--- config.mk ---
export PLATFORM = sky130hd
export DESIGN_NAME = rational_phase_seq
export DESIGN_NICKNAME = d
export VERILOG_FILES = /design/src/rtl/phase_seq_pkg.sv /design/src/rtl/phase_div.sv /design/src/rtl/phase_seq_dp.sv /design/src/rtl/phase_seq_ctrl.sv /design/src/rtl/rational_phase_seq.sv
export SDC_FILE = /design/constraint.sdc
export NUM_CORES = 1
export LEC_CHECK = 0
export BUFFER_PORTS_ARGS = -buffer_cell sky130_fd_sc_hd__buf_4
export CORE_ASPECT_RATIO = 1.5
export CORE_MARGIN = 1.5
export CORE_UTILIZATION = 58
export DETAILED_ROUTE_END_ITERATION = 7
export PLACE_DENSITY = 0.87
export SYNTH_ARGS = -nofsm -noshare
export SYNTH_HDL_FRONTEND = slang
export SYNTH_HIERARCHICAL = 1
export SYNTH_SLANG_ARGS = --single-unit
--- constraint.sdc ---
create_clock -name clk -period 9.5 [get_ports clk]
set_input_delay 1.9 -clock clk [delete_from_list [all_inputs] [get_ports clk]]
set_output_delay 1.9 -clock clk [all_outputs]
set_load 0.005 [all_outputs]
--- src/rtl/phase_seq_pkg.sv ---
package phase_seq_pkg;

  localparam int WGT_W       = 10;
  localparam int WEIGHT_FULL = 512;

  typedef enum logic [1:0] {
    MODE_DOWN = 2'd0,
    MODE_INT  = 2'd1,
    MODE_UP   = 2'd2
  } mode_e;

  typedef enum logic [1:0] {
    SRC_PHASE0 = 2'd0,
    SRC_WEIGHT = 2'd1,
    SRC_STEP   = 2'd2
  } div_src_e;

  typedef struct packed {
    logic     loadCfg;
    logic     divGo;
    div_src_e divSrc;
    logic     intEntry;
    logic     intLast;
  } ctrl_strobe_t;

endpackage

--- src/rtl/phase_div.sv ---
// Restoring divider: one quotient bit per cycle, DVD_W cycles per division.
module phase_div #(
  parameter int DVD_W = 15,
  parameter int DSR_W = 6
) (
  input  logic             clk,
  input  logic             rstN,
  input  logic             go,
  input  logic [DVD_W-1:0] dividend,
  input  logic [DSR_W-1:0] divisor,
  output logic             done,
  output logic [DVD_W-1:0] quotient,
  output logic [DSR_W-1:0] remainder
);
  localparam int CNT_W = $clog2(DVD_W + 1);

  logic [DVD_W-1:0] dvdR;
  logic [DSR_W-1:0] dsrR, partR;
  logic [CNT_W-1:0] cntR;
  logic             runR, doneR;
  logic [DSR_W:0]   shifted;
  logic [DSR_W+1:0] diff;
  logic             fits;

  always_comb begin
    shifted = {partR, dvdR[DVD_W-1]};
    diff    = {1'b0, shifted} - {2'b00, dsrR};
    fits    = ~diff[DSR_W+1];
  end

  always_ff @(posedge clk) begin
    if (!rstN) begin
      dvdR  <= '0;
      dsrR  <= '0;
      partR <= '0;
      cntR  <= '0;
      runR  <= 1'b0;
      doneR <= 1'b0;
    end else if (go) begin
      dvdR  <= dividend;
      dsrR  <= divisor;
      partR <= '0;
      cntR  <= CNT_W'(DVD_W);
      runR  <= 1'b1;
      doneR <= 1'b0;
    end else if (runR) begin
      dvdR  <= {dvdR[DVD_W-2:0], fits};
      partR <= fits ? diff[DSR_W-1:0] : shifted[DSR_W-1:0];
      cntR  <= cntR - 1'b1;
      runR  <= (cntR != CNT_W'(1));
      doneR <= (cntR == CNT_W'(1));
    end else begin
      doneR <= 1'b0;
    end
  end

  assign done      = doneR;
  assign quotient  = dvdR;
  assign remainder = partR;
endmodule

--- src/rtl/phase_seq_dp.sv ---
// Datapath: ratio registers, phase accumulator, divider operand selection.
module phase_seq_dp
  import phase_seq_pkg::*;
#(
  parameter int IDX_W = 5,
  parameter int DEN_W = 8
) (
  input  logic                 clk,
  input  logic                 rstN,
  input  ctrl_strobe_t         strobe,
  input  logic [IDX_W-1:0]     num,
  input  logic [DEN_W-1:0]     denom,
  output mode_e                mode,
  output logic                 divDone,
  output logic [IDX_W-1:0]     numReg,
  output logic [WGT_W-1:0]     weight,
  output logic [DEN_W-1:0]     offset
);
  localparam int DSR_W  = IDX_W + 1;
  localparam int WDVD_W = 9 + DSR_W;
  localparam int SDVD_W = DEN_W + 2;
  localparam int DVD_W  = (WDVD_W > SDVD_W) ? WDVD_W : SDVD_W;

  logic [IDX_W-1:0] numR;
  logic [DEN_W-1:0] denR;
  logic [DSR_W-1:0] accR;
  logic [WGT_W-1:0] weightR;
  logic [DEN_W-1:0] offsetR;
  div_src_e         srcR;

  logic [DVD_W-1:0] dividend, quotient;
  logic [DSR_W-1:0] divisor, remainder, twoNum, upNext;
  logic             upWrap;

  always_comb begin
    if (denR > DEN_W'(numR))            mode = MODE_DOWN;
    else if (denR == DEN_W'(1))         mode = MODE_INT;
    else                                mode = MODE_UP;
    twoNum = {numR, 1'b0};
    upNext = accR + DSR_W'(denR);
    upWrap = (upNext >= DSR_W'(numR));
    unique case (strobe.divSrc)
      SRC_PHASE0: begin
        dividend = DVD_W'(denR) - DVD_W'(numR);
        divisor  = twoNum;
      end
      SRC_WEIGHT: begin
        dividend = DVD_W'({accR, 9'b0});
        divisor  = (mode == MODE_DOWN) ? twoNum : DSR_W'(numR);
      end
      default: begin
        dividend = DVD_W'(accR) + DVD_W'({denR, 1'b0});
        divisor  = twoNum;
      end
    endcase
  end

  phase_div #(.DVD_W(DVD_W), .DSR_W(DSR_W)) u_div (
    .clk      (clk),
    .rstN     (rstN),
    .go       (strobe.divGo),
    .dividend (dividend),
    .divisor  (divisor),
    .done     (divDone),
    .quotient (quotient),
    .remainder(remainder)
  );

  always_ff @(posedge clk) begin
    if (!rstN) begin
      numR    <= '0;
      denR    <= '0;
      accR    <= '0;
      weightR <= '0;
      offsetR <= '0;
      srcR    <= SRC_PHASE0;
    end else begin
      if (strobe.loadCfg) begin
        numR <= num;
        denR <= denom;
        accR <= '0;
      end
      if (strobe.divGo) srcR <= strobe.divSrc;
      if (strobe.intEntry) begin
        weightR <= WGT_W'(WEIGHT_FULL);
        offsetR <= DEN_W'(strobe.intLast);
      end
      if (divDone) begin
        unique case (srcR)
          SRC_PHASE0: accR <= remainder;
          SRC_WEIGHT: begin
            weightR <= WGT_W'(WEIGHT_FULL) - quotient[WGT_W-1:0];
            if (mode == MODE_UP) begin
              offsetR <= DEN_W'(upWrap);
              accR    <= upWrap ? (upNext - DSR_W'(numR)) : upNext;
            end
          end
          default: begin
            offsetR <= quotient[DEN_W-1:0];
            accR    <= remainder;
          end
        endcase
      end
    end
  end

  assign numReg = numR;
  assign weight = weightR;
  assign offset = offsetR;
endmodule

--- src/rtl/phase_seq_ctrl.sv ---
// Control: ratio screening, mode-dependent step order, entry counting.
module phase_seq_ctrl
  import phase_seq_pkg::*;
#(
  parameter int NUM_W       = 6,
  parameter int DEN_W       = 8,
  parameter int MAX_ENTRIES = 31,
  parameter int IDX_W       = 5
) (
  input  logic               clk,
  input  logic               rstN,
  input  logic               start,
  input  logic [NUM_W-1:0]   num,
  input  logic [DEN_W-1:0]   denom,
  input  mode_e              mode,
  input  logic               divDone,
  input  logic [IDX_W-1:0]   numReg,
  output ctrl_strobe_t       strobe,
  output logic               entryValid,
  output logic               last,
  output logic               busy,
  output logic               rejected
);
  typedef enum logic [3:0] {
    S_IDLE, S_PREP, S_INIT_WAIT, S_W_GO, S_W_WAIT,
    S_O_GO, S_O_WAIT, S_INT, S_EMIT
  } state_e;

  state_e           stateR, stateNext;
  logic [IDX_W-1:0] idxR;
  logic             cfgBad, oneToOne, accept, lastEntry;

  always_comb begin
    cfgBad    = (num == '0) || (denom == '0) || (num > NUM_W'(MAX_ENTRIES));
    oneToOne  = (DEN_W'(num) == denom);
    accept    = (stateR == S_IDLE) && start && !cfgBad && !oneToOne;
    rejected  = (stateR == S_IDLE) && start && cfgBad;
    lastEntry = (idxR == numReg - IDX_W'(1));
    busy      = (stateR != S_IDLE);
    entryValid = (stateR == S_EMIT);
    last      = (stateR == S_EMIT) && lastEntry;

    strobe    = '0;
    strobe.divSrc = SRC_WEIGHT;
    stateNext = stateR;
    unique case (stateR)
      S_IDLE: if (accept) begin
        strobe.loadCfg = 1'b1;
        stateNext = S_PREP;
      end
      S_PREP: begin
        if (mode == MODE_DOWN) begin
          strobe.divGo  = 1'b1;
          strobe.divSrc = SRC_PHASE0;
          stateNext = S_INIT_WAIT;
        end else if (mode == MODE_INT) stateNext = S_INT;
        else stateNext = S_W_GO;
      end
      S_INIT_WAIT: if (divDone) stateNext = S_W_GO;
      S_W_GO: begin
        strobe.divGo  = 1'b1;
        strobe.divSrc = SRC_WEIGHT;
        stateNext = S_W_WAIT;
      end
      S_W_WAIT: if (divDone) stateNext = (mode == MODE_DOWN) ? S_O_GO : S_EMIT;
      S_O_GO: begin
        strobe.divGo  = 1'b1;
        strobe.divSrc = SRC_STEP;
        stateNext = S_O_WAIT;
      end
      S_O_WAIT: if (divDone) stateNext = S_EMIT;
      S_INT: begin
        strobe.intEntry = 1'b1;
        strobe.intLast  = lastEntry;
        stateNext = S_EMIT;
      end
      S_EMIT: begin
        if (lastEntry)              stateNext = S_IDLE;
        else if (mode == MODE_INT)  stateNext = S_INT;
        else                        stateNext = S_W_GO;
      end
      default: stateNext = S_IDLE;
    endcase
  end

  always_ff @(posedge clk) begin
    if (!rstN) begin
      stateR <= S_IDLE;
      idxR   <= '0;
    end else begin
      stateR <= stateNext;
      if (accept)                         idxR <= '0;
      else if (stateR == S_EMIT && !lastEntry) idxR <= idxR + 1'b1;
    end
  end
endmodule

--- src/rtl/rational_phase_seq.sv ---
module rational_phase_seq
  import phase_seq_pkg::*;
#(
  parameter int NUM_W       = 6,
  parameter int DEN_W       = 8,
  parameter int MAX_ENTRIES = 31
) (
  input  logic             clk,
  input  logic             rstN,
  input  logic             start,
  input  logic [NUM_W-1:0] num,
  input  logic [DEN_W-1:0] denom,
  output logic             entryValid,
  output logic [9:0]       weight,
  output logic [DEN_W-1:0] offset,
  output logic             last,
  output logic             busy,
  output logic             rejected
);
  localparam int IDX_W = $clog2(MAX_ENTRIES + 1);

  ctrl_strobe_t     strobe;
  mode_e            mode;
  logic             divDone;
  logic [IDX_W-1:0] numReg;

  phase_seq_ctrl #(
    .NUM_W(NUM_W), .DEN_W(DEN_W), .MAX_ENTRIES(MAX_ENTRIES), .IDX_W(IDX_W)
  ) u_ctrl (
    .clk       (clk),
    .rstN      (rstN),
    .start     (start),
    .num       (num),
    .denom     (denom),
    .mode      (mode),
    .divDone   (divDone),
    .numReg    (numReg),
    .strobe    (strobe),
    .entryValid(entryValid),
    .last      (last),
    .busy      (busy),
    .rejected  (rejected)
  );

  phase_seq_dp #(.IDX_W(IDX_W), .DEN_W(DEN_W)) u_dp (
    .clk    (clk),
    .rstN   (rstN),
    .strobe (strobe),
    .num    (num[IDX_W-1:0]),
    .denom  (denom),
    .mode   (mode),
    .divDone(divDone),
    .numReg (numReg),
    .weight (weight),
    .offset (offset)
  );
endmodule

==> key figures, run 1 <==
Status
  – Status: finished clean

CTS
  – CTS Buf Count: 9
  – CTS tree: built
  – CTS Sinks: roughly 80
  – Clock transition at path regs: 0.06 ns
  – Max Root-Sink Buffers: 2
  – Worst skew pair latency: 0.34 ns
  – Clk root buf: clkbuf_16
  – H-tree depth: 3
  – CTS Hold Bufs: 0
  – Postcts setup bufs: 0
  – CTS resizes: 0

Place
  – RePlAce Congestion: between 0.9 and 1
  – Estimated wirelength of the detail-placed design: ~11 mm
  – Port bufs: 38
  – DP Worst Slack: 4.288 ns
  – Cells after DPL: just under 800

Floorplan
  – Die X: ~84 um
  – Initial core utilization: 0.5927
  – Die Area: between 0.01 and 0.015 mm^2
  – DIE HEIGHT: between 100 and 150 um
  – Row count: 44
  – Ports: 39
  – Core area: 0.009579 mm^2

STA
  – Final Hold Vio Count: 0
  – Post-route clock period utilization: 0.5523
  – Final WS setup: between 4 and 5 ns
  – Final Setup Violations: 0
  – F_max: roughly 190 MHz
  – Setup Skew: approximately 0.0040 ns
  – RSZ-0062 raised after global routing: false
  – Least-Margin Pin Slew: just over 0.8 ns
  – Total negative slack: 0 ns
  – Final Critical Period: around 5.2 ns
  – Slew HR: 0.4502
  – Fin Hold WS: just under 0.5 ns
  – Pins Over Slew Limit: 0

Pwr
  – Worst vdd ir: ~0.18 mV
  – Pwr/cell area: between 200 and 250 mW/mm^2
  – Pleak: about 0.0024 uW

Hold path
  – Worst min path class: reg -> reg
  – Worst Hold End: u_dp/weight[5]
  – Hold path start: u_dp/weight[5]
  – WHS Path Cells: 2

Logic synthesis
  – Top-area cell type share of the netlist area: 0.2856
  – Syn nets: ~720
  – FF+latch count, synth: 81
  – Synth warn: 6
  – Distinct cells, synth: between 80 and 90
  – Ys flop type: dfxtp_1
  – Post-synth EDFFs: 0
  – Synthesized area per cell: between 8 and 9 um^2
  – Seq/Total Area, Yosys: 0.2856
  – Top cells by area, synth: dfxtp_1, mux2i_1, ha_1
  – Post-synth top area cell: dfxtp_1
  – Mapped Area: ~0.0057 mm^2
  – Post-Synthesis Cells: ~660
  – Post-synth ARST share: 0

Setup path
  – Top cell by count, worst path: buf_4
  – Reg2reg start: u_dp/numReg[2]
  – WP buf/inv: 2
  – Kind of critical path: in -> out
  – CP peak stage delay: 0.51 ns
  – Reg2Reg Setup Slack: 5.27 ns
  – Crit path max-delay cell type: or4_1
  – Worst-path cell chain: buf_4, or4_1, o21ai_0, nor2b_1, buf_4
  – Top delay family on crit path: simple AND/OR/NAND/NOR gates
  – FF-to-FF path depth: 14
  – Critical Path Fanout Max: 4
  – Endpoint class of the critical path: primary output
  – Req. time, crit path: 7.60 ns
  – Setup crit start kind: input port
  – FF-to-FF End: u_dp/u_div/quotient[9]
  – Critical path arrival: 3.35 ns

Routing
  – First DRT Iteration DRCs: 456
  – Wire per inst: 18.19 um
  – DRC: 0
  – Total wire length: around 15 mm
  – Drt first pass iters: 5
  – Vias: around 5000
  – Via/cell ratio: around 6.4
  – Post-DRT Antenna Nets: 0

Final layout
  – ANT cells: 0
  – Ratio of cells with drive above 1 in the final layout: 0.1308
  – Area Overhead vs Synth: 10.60%
  – Post-Layout Cell Count: around 800
  – Fin nets: between 700 and 800
  – Commonest non-fill, non-tap cell in the layout: dfxtp_1
  – Most frequent cells in the layout: dfxtp_1, mux2i_1, nand2_1, o21ai_0, buf_4

Global route
  – Largest net degree at the start of global routing: 67
  – Overall Global Routing Usage: 0.2852
  – Initial antenna violation count: 0
  – Gr ovfl total: 0
  – First-pass GRT wire length: approximately 24 mm
  – Vias in the first global route: roughly 5100

Job
  – Max-cap violation count: 0
-- worst register-to-register path, cell delays in order, from the launching register on --
cell,delay [ns]
dfxtp_1,0.49
inv_1,0.20
ha_1,0.42
o211ai_1,0.12
a21oi_1,0.22
a2bb2oi_2,0.40
nor4_1,0.17
nor2_1,0.31
o21ai_0,0.26
or2_2,0.46
nor3_1,0.66
a211o_1,0.19
nand2_1,0.06
o21ai_0,0.09
and2_1,0.14
-- layer usage --
layer | GRT usage | vias to the layer above | share of wire
met5 | 0 | - | 0
met4 | 0.1957 | 0 | 0.058
met3 | 0.04042 | 73 | 0.045
met2 | 0.5287 | 206 | 0.51
met1 | 0.2977 | 2433 | 0.38
li1 | - | 2414 | -
-- layout make-up --
| type | count | area, um^2 |
|---|---|---|
| Clock inverter | 5 | 57.56 |
| Clock buffer | 10 | 229.0 |
| Fill cell | 788 | 3299 |
| Timing Repair Buffer | 43 | 322.8 |
| Tap cell | 115 | 143.9 |
| Sequential cell | 81 | 1622 |
| Inverter | 44 | 165.2 |
| Multi-Input combinational cell | 505 | 3740 |
-- metrics by stage --
stage / power, uW / instance area [um^2] / utilization
2_1_floorplan: 847.4 / 5678 / -
3_3_place_gp: 938.1 / 5993 / 0.6257
3_5_place_dp: 962.6 / 5993 / 0.6257
4_1_cts: 1304 / 6280 / 0.6556
5_1_grt: 1386 / 6280 / 0.6556
6_report: 1309 / 6280 / 0.6556
-- registers in the layout (all words and copies together), names as in the netlist --
signal and cells:
u_dp/u_div/runR 1, u_dp/numReg 5, u_ctrl/stateR 4, u_dp/accR 6, u_dp/denR 8, u_dp/u_div/remainder 6, u_dp/offset 8, u_ctrl/idxR 5
u_dp/u_div/quotient 15, u_dp/weight 10, u_dp/srcR 2, u_dp/u_div/dsrR 6, u_dp/u_div/done 1, u_dp/u_div/cntR 4
-- kinds of logic after synthesis --
kind of cell               synth area share
AOI/OAI and AO/OA                    0.2135
xor gates and xnor gates            0.05994
adders and majority gates           0.08594
buffers and inverters               0.05751
DFF                                  0.2856
muxes                               0.08528
and+or+nand+nor                      0.2122
-- cell usage after synthesis, types with 4 or more instances --
master / count
nor3_1: 11
nor4_1: 7
a22o_2: 4
nor2b_1: 33
a21boi_0: 9
o211ai_1: 6
a21o_1: 12
o22ai_1: 7
clkbuf_1: 21
nand4_1: 8
a21oi_1: 28
nand2_1: 44
o311ai_0: 4
o21a_1: 5
o31ai_1: 6
dfxtp_1: 81
ha_1: 31
and2_1: 19
o311a_1: 4
buf_2: 5
nand3_1: 7
nand3b_1: 15
a22o_1: 4
fa_1: 5
nor2_1: 35
xor2_1: 17
nand2b_1: 8
buf_6: 4
a31oi_1: 4
mux2i_1: 45
o2bb2ai_1: 4
xnor2_1: 20
or3_1: 5
inv_1: 42
o21ai_0: 44
-- how the worst max path moves through the flow --
stage	slack (ns)	endpoint	startpoint	depth (start not counted)
floorplan	4.73	rejected	num[1]	3
global placement	4.33	rejected	num[1]	5
detailed placement	4.29	rejected	num[1]	5
CTS	4.27	rejected	num[1]	5
global route	4.22	rejected	num[1]	5
finish	4.25	rejected	num[1]	5
-- power by group --
group / internal, uW / total (uW) / switching, uW / leakage, uW
registers: 366 / 421 / 54.8 / 0.000655
logic: 233 / 552 / 319 / 0.00164
clock network: 201 / 336 / 135 / 0.000131
total: 800 / 1310 / 508 / 0.00243
Note: power is estimated with default switching activity, not from simulation.
==> run 2: changes to the inputs <==
--- a/config.mk
+++ b/config.mk
@@ -8,9 +8,9 @@
 export BUFFER_PORTS_ARGS = -buffer_cell sky130_fd_sc_hd__buf_4
 export CORE_ASPECT_RATIO = 1.5
 export CORE_MARGIN = 1.5
-export CORE_UTILIZATION = 58
+export CORE_UTILIZATION = 56
 export DETAILED_ROUTE_END_ITERATION = 7
-export PLACE_DENSITY = 0.87
+export PLACE_DENSITY = 0.88
 export SYNTH_ARGS = -nofsm -noshare
 export SYNTH_HDL_FRONTEND = slang
 export SYNTH_HIERARCHICAL = 1
==> constraint.sdc (replaced) <==
create_clock -name clk -period 4.46 [get_ports clk]
set_input_delay 0.892 -clock clk [delete_from_list [all_inputs] [get_ports clk]]
set_output_delay 0.892 -clock clk [all_outputs]
set_load 0.005 [all_outputs]
==> key figures, run 2 (synthesized netlist as in run 1, its figures left out) <==
Status
  – Status: finished with violations
  – Failing checks: DRC

Pwr
  – Gate power share: 0.418
  – Worst vdd ir: around 0.24 mV
  – Psw: 1115 uW
  – Pwr/cell area: approximately 450 mW/mm^2
  – Seq pwr share: 0.309
  – Sw frac: 0.3934
  – Internal: 1719 uW
  – Pleak: 0.002447 uW
  – Clock power frac: 0.273

Routing
  – Total wire length: 14.48 mm
  – Drt first pass iters: 8
  – DRC: 4
  – Via/cell ratio: approximately 6.3
  – First DRT Iteration DRCs: 411
  – Vias: between 5000 and 6000
  – Post-DRT Antenna Nets: 0
  – Wire per inst: roughly 18 um

STA
  – Setup Skew: approximately 0.0077 ns
  – Pins Over Slew Limit: 0
  – Total negative slack: 0 ns
  – Final Hold Vio Count: 0
  – RSZ-0062 raised after global routing: false
  – Least-Margin Pin Slew: approximately 0.76 ns
  – Slew HR: 0.4926
  – Post-route clock period utilization: 0.8472
  – Final WS setup: about 0.7 ns
  – Final Setup Violations: 0
  – F_max: 264.7 MHz
  – Final Critical Period: 3.778 ns

Floorplan
  – DIE HEIGHT: 126.3 um
  – Row count: between 40 and 50
  – Core area: just under 0.01 mm^2
  – Ports: 39
  – Initial core utilization: 0.5827
  – Die Area: between 0.01 and 0.015 mm^2
  – Die X: roughly 85 um

Final layout
  – ANT cells: 0
  – Most frequent cells in the layout: dfxtp_1, mux2i_1, nand2_1, o21ai_0, buf_4
  – Max reg flops: 15
  – Commonest non-fill, non-tap cell in the layout: dfxtp_1
  – Ratio of cells with drive above 1 in the final layout: 0.1335
  – Fin nets: roughly 740
  – Area Overhead vs Synth: 11.00%

CTS
  – Clk root buf: clkbuf_16
  – CTS tree: built
  – H-tree depth: 3
  – Postcts setup bufs: 0
  – CTS Hold Bufs: 0
  – CTS Buf Count: 9
  – Worst skew pair latency: approximately 0.35 ns
  – CTS Sinks: 81
  – Max Root-Sink Buffers: 2
  – CTS resizes: 0
  – Clock transition at path regs: around 0.07 ns

Setup path
  – FF-to-FF End: u_dp/u_div/quotient[9]
  – Endpoint class of the critical path: flop
  – FF-to-FF path depth: 14
  – Kind of critical path: reg -> reg
  – Req. time, crit path: 4.75 ns
  – Setup crit start kind: flop
  – Critical path arrival: roughly 4.1 ns
  – Reg2reg start: u_dp/numReg[2]
  – Reg2Reg Setup Slack: approximately 0.7 ns
  – Critical Path Fanout Max: 12

Place
  – Port bufs: 38
  – RePlAce Congestion: roughly 0.95
  – DP Worst Slack: between 0.8 and 0.9 ns
  – Estimated wirelength of the detail-placed design: ~11 mm

Hold path
  – Hold path start: u_dp/offset[2]
  – WHS Path Cells: 1
  – Worst min path class: reg -> reg
  – Worst Hold End: u_dp/offset[2]

Global route
  – Initial antenna violation count: 0
  – First-pass GRT wire length: ~24 mm
  – Overall Global Routing Usage: 0.2802
  – Gr ovfl total: 0
  – Largest net degree at the start of global routing: 67
  – Vias in the first global route: roughly 5000

Job
  – Max-cap violation count: 0
[run 2: cell count changes in the layout (fill, tap and decap cells not counted)]
| cell | previous run | this run |
|---|---|---|
| inv_6 | 0 | 3 |
| clkinvlp_4 | 3 | 1 |
| clkbuf_1 | 1 | 0 |
| clkinv_2 | 1 | 0 |
| clkinv_4 | 0 | 1 |
| inv_8 | 0 | 1 |
[run 2: worst max-delay path by stage]
stage | start | endpoint | slack [ns]
after floorplan | u_dp/numReg[2] | u_dp/u_div/dsrR[0] | 1.22
after global placement | u_dp/numReg[2] | u_dp/u_div/quotient[9] | 1.02
after detailed placement | u_dp/numReg[2] | u_dp/u_div/quotient[9] | 0.81
after CTS | u_dp/numReg[2] | u_dp/u_div/quotient[12] | 0.78
after global routing | u_dp/numReg[2] | u_dp/u_div/quotient[12] | 0.36
final | u_dp/numReg[2] | u_dp/u_div/quotient[9] | 0.68
[run 2: through the flow]
stage | hold slack, ns | power (uW) | utilization | cell area, um^2 | cells
after CTS | 0.4861 | 2817 | 0.6468 | 6302 | 804
after floorplan | 0.4705 | 1805 | - | 5678 | 662
after detailed placement | 0.4657 | 2039 | 0.6150 | 5993 | 788
final | 0.4865 | 2834 | 0.6468 | 6302 | 804
after global routing | 0.5119 | 2995 | 0.6468 | 6302 | 804
after global placement | 0.4707 | 2000 | 0.6150 | 5993 | 788
[run 2: layout make-up]
type                    instances  area (um^2)
inverters                      44        165.2
multi-input cells             505         3740
fillers                       794         3442
well taps                     115        143.9
flip-flops and latches         81         1622
repair buffers                 43        322.8
clock buffers                   9        225.2
clock inverters                 7        83.83
[run 2: power groups by stage]
stage / clock network, uW / logic, uW / registers (uW)
after CTS: 783 / 1160 / 872
after global routing: 820 / 1290 / 883
after detailed placement: 0 / 1150 / 888
after global placement: 0 / 1120 / 884
final: 775 / 1180 / 874
after floorplan: 0 / 968 / 838
[run 2: critical path: stages, from the launching register on]
cell and delay (ns):
dfxtp_1 0.42, inv_1 0.12, ha_1 0.38, o211ai_1 0.12, a21oi_1 0.21, a2bb2oi_2 0.39, nor3_4 0.16, nor2_1 0.28
o21ai_0 0.21, or2_2 0.43, nor3_1 0.53, a211o_1 0.18, nand2_1 0.05, o21ai_0 0.10, and2_1 0.15
[run 2: layer usage]
metal / global-route usage / wire [um] / vias up
li1: - / - / 2411
met5: 0 / 0 / -
met3: 0.04294 / 680 / 55
met4: 0.1456 / 704 / 0
met2: 0.4823 / 7262 / 219
met1: 0.3333 / 5834 / 2416
==> run 3: changes to the inputs <==
--- a/config.mk
+++ b/config.mk
@@ -8,9 +8,9 @@
 export BUFFER_PORTS_ARGS = -buffer_cell sky130_fd_sc_hd__buf_4
 export CORE_ASPECT_RATIO = 1.5
 export CORE_MARGIN = 1.5
-export CORE_UTILIZATION = 56
+export CORE_UTILIZATION = 58
 export DETAILED_ROUTE_END_ITERATION = 7
-export PLACE_DENSITY = 0.88
+export PLACE_DENSITY = 0.87
 export SYNTH_ARGS = -nofsm -noshare
 export SYNTH_HDL_FRONTEND = slang
 export SYNTH_HIERARCHICAL = 1
==> constraint.sdc (replaced) <==
create_clock -name clk -period 3.9 [get_ports clk]
set_input_delay 0.78 -clock clk [delete_from_list [all_inputs] [get_ports clk]]
set_output_delay 0.78 -clock clk [all_outputs]
set_load 0.005 [all_outputs]
==> key figures, run 3 (synthesized netlist as in run 1, its figures left out) <==
Setup path
  – Top delay family on crit path: compound AO/OA/AOI/OAI gates
  – Kind of critical path: reg -> reg
  – CP peak stage delay: 0.43 ns
  – Setup crit start: u_dp/numReg[2]
  – Critical path arrival: ~3.8 ns
  – Reg2reg start: u_dp/numReg[2]
  – Req. time, crit path: a little over 4 ns
  – FF-to-FF path depth: 15
  – Endpoint class of the critical path: flop
  – Reg2Reg Setup Slack: approximately 0.37 ns
  – FF-to-FF End: u_dp/u_div/quotient[9]
  – WP buf/inv: 2
  – Top cell by count, worst path: o21ai_0
  – Crit. path cell count: 15
  – Setup crit start kind: flop
  – Critical Path Fanout Max: 9
  – Critical Path End: u_dp/u_div/quotient[9]
  – Crit path max-delay cell type: dfxtp_1
  – Worst-path cell chain: inv_1, ha_1, o211ai_1, a21oi_1, a2bb2oi_4, nor4_1, nor2_2, o21ai_0, or2_2, nor3_1, buf_4, a211o_1, nand2_1, o21ai_0, and2_1

CTS
  – CTS Buf Count: 9
  – Max Root-Sink Buffers: 2
  – CTS Sinks: between 80 and 90
  – Clk root buf: clkbuf_16
  – Clock transition at path regs: 0.06 ns
  – Worst skew pair latency: between 0.3 and 0.4 ns
  – H-tree depth: 3
  – CTS tree: built
  – CTS Hold Bufs: 0

Global route
  – First-pass GRT wire length: 24.09 mm
  – GR Util met3: 0.05964
  – Most Used Layer, Global Route: met2
  – Met1 usage in global routing: 0.3325
  – Largest net degree at the start of global routing: 67
  – Met2 GRT Util: 0.5066
  – Initial antenna violation count: 0
  – Gr ovfl total: 0
  – Vias in the first global route: about 5000
  – Overall Global Routing Usage: 0.2927

STA
  – Pins Over Slew Limit: 0
  – Final Setup Violations: 0
  – Final WS setup: roughly 0.37 ns
  – Fin Hold WS: just under 0.5 ns
  – Setup Skew: between 0.006 and 0.007 ns
  – Total negative slack: 0 ns
  – RSZ-0062 raised after global routing: false
  – Post-route clock period utilization: 0.9059
  – Slew HR: 0.4299
  – Final Hold Vio Count: 0
  – Final Critical Period: approximately 3.5 ns
  – F_max: about 280 MHz
  – Least-Margin Pin Slew: ~0.85 ns

Routing
  – Drt first pass iters: 7
  – DRC: 0
  – Wire per inst: 18.33 um
  – First DRT Iteration DRCs: between 300 and 400
  – Post-DRT Antenna Nets: 0
  – Total wire length: around 15 mm
  – Vias: slightly above 5000
  – Via/cell ratio: about 6.4

Final layout
  – Area Overhead vs Synth: 12.85%
  – Commonest non-fill, non-tap cell in the layout: dfxtp_1
  – Ratio of cells with drive above 1 in the final layout: 0.1461
  – ANT cells: 0
  – Most frequent cells in the layout: dfxtp_1, buf_4, mux2i_1, nand2_1, o21ai_0
  – Max reg flops: 15
  – Fin nets: around 750

Pwr
  – Pwr/cell area: approximately 520 mW/mm^2
  – Pleak: approximately 0.0025 uW
  – Worst vdd ir: 0.3860 mV

Place
  – Port bufs: 38
  – Estimated wirelength of the detail-placed design: 10.98 mm
  – DP Worst Slack: approximately 0.43 ns
  – RePlAce Congestion: between 0.9 and 1

Floorplan
  – Initial core utilization: 0.5927
  – Row count: between 40 and 50
  – Die X: around 84 um
  – Core area: 0.009579 mm^2
  – Die Area: around 0.010 mm^2
  – Ports: 39
  – DIE HEIGHT: approximately 120 um

Status
  – Status: finished clean

Job
  – Max-cap violation count: 0

Hold path
  – WHS Path Cells: 1
  – Worst min path class: reg -> reg
[run 3: cell count changes in the layout (fill, tap and decap cells not counted), sizes merged]
cell      delta
buf         +10
bufinv       +1
clkbuf       +1
clkinv       -1
clkinvlp     -1
inv          -1
[run 3: worst min-delay path by stage]
stage | from | endpoint | slack [ns]
6_report | u_dp/offset[7] | u_dp/offset[7] | 0.49
5_1_grt | u_dp/offset[7] | u_dp/offset[7] | 0.52
4_1_cts | u_dp/offset[7] | u_dp/offset[7] | 0.49
3_5_place_dp | u_dp/offset[7] | u_dp/offset[7] | 0.47
3_3_place_gp | u_dp/offset[7] | u_dp/offset[7] | 0.47
2_1_floorplan | u_ctrl/idxR[4] | u_ctrl/idxR[4] | 0.47
[run 3: power by group]
part	internal, uW	switching [uW]	leakage [uW]	total, uW
registers	892	115	0.000655	1010
logic	599	805	0.00170	1400
clock network	581	358	0.000160	939
[run 3: metal layers]
metal / routed length [um] / share of wire / vias up
li1: - / - / 2437
met1: 5903 / 0.40 / 2427
met2: 7324 / 0.49 / 231
met3: 804 / 0.054 / 70
met4: 872 / 0.059 / 0
met5: 0 / 0 / -
[run 3: final cells by class]
class | count | area, um^2
clock buffers | 10 | 239.0
clock inverters | 5 | 86.33
fillers | 765 | 3172
inverters | 44 | 165.2
multi-input cells | 505 | 3754
flip-flops and latches | 81 | 1622
well taps | 115 | 143.9
repair buffers | 53 | 397.9
[run 3: repair_timing]
| item | in CTS | in global routing |
|---|---|---|
| setup endpoints to repair | 0 | 1 |
| gates resized for setup | 0 | 2 |
| setup buffers | 0 | 0 |
[run 3: worst register-to-register path: cells and delay by family (launching register included)]
family                   cells  cell delay [ns]
AND/OR/NAND/NOR              6             1.12
buffers and inverters        2             0.31
adder cells (fa/ha/maj)      1             0.38
AO/OA/AOI/OAI                6             1.18
flip-flops                   1             0.43
[run 3: stage by stage]
step	total power [uW]	cells	cell area (um^2)	util
floorplan	2064	662	5678	-
global placement	2324	798	6068	0.6335
detailed placement	2373	798	6068	0.6335
CTS	3310	813	6394	0.6675
global route	3505	813	6407	0.6689
finish	3351	813	6407	0.6689
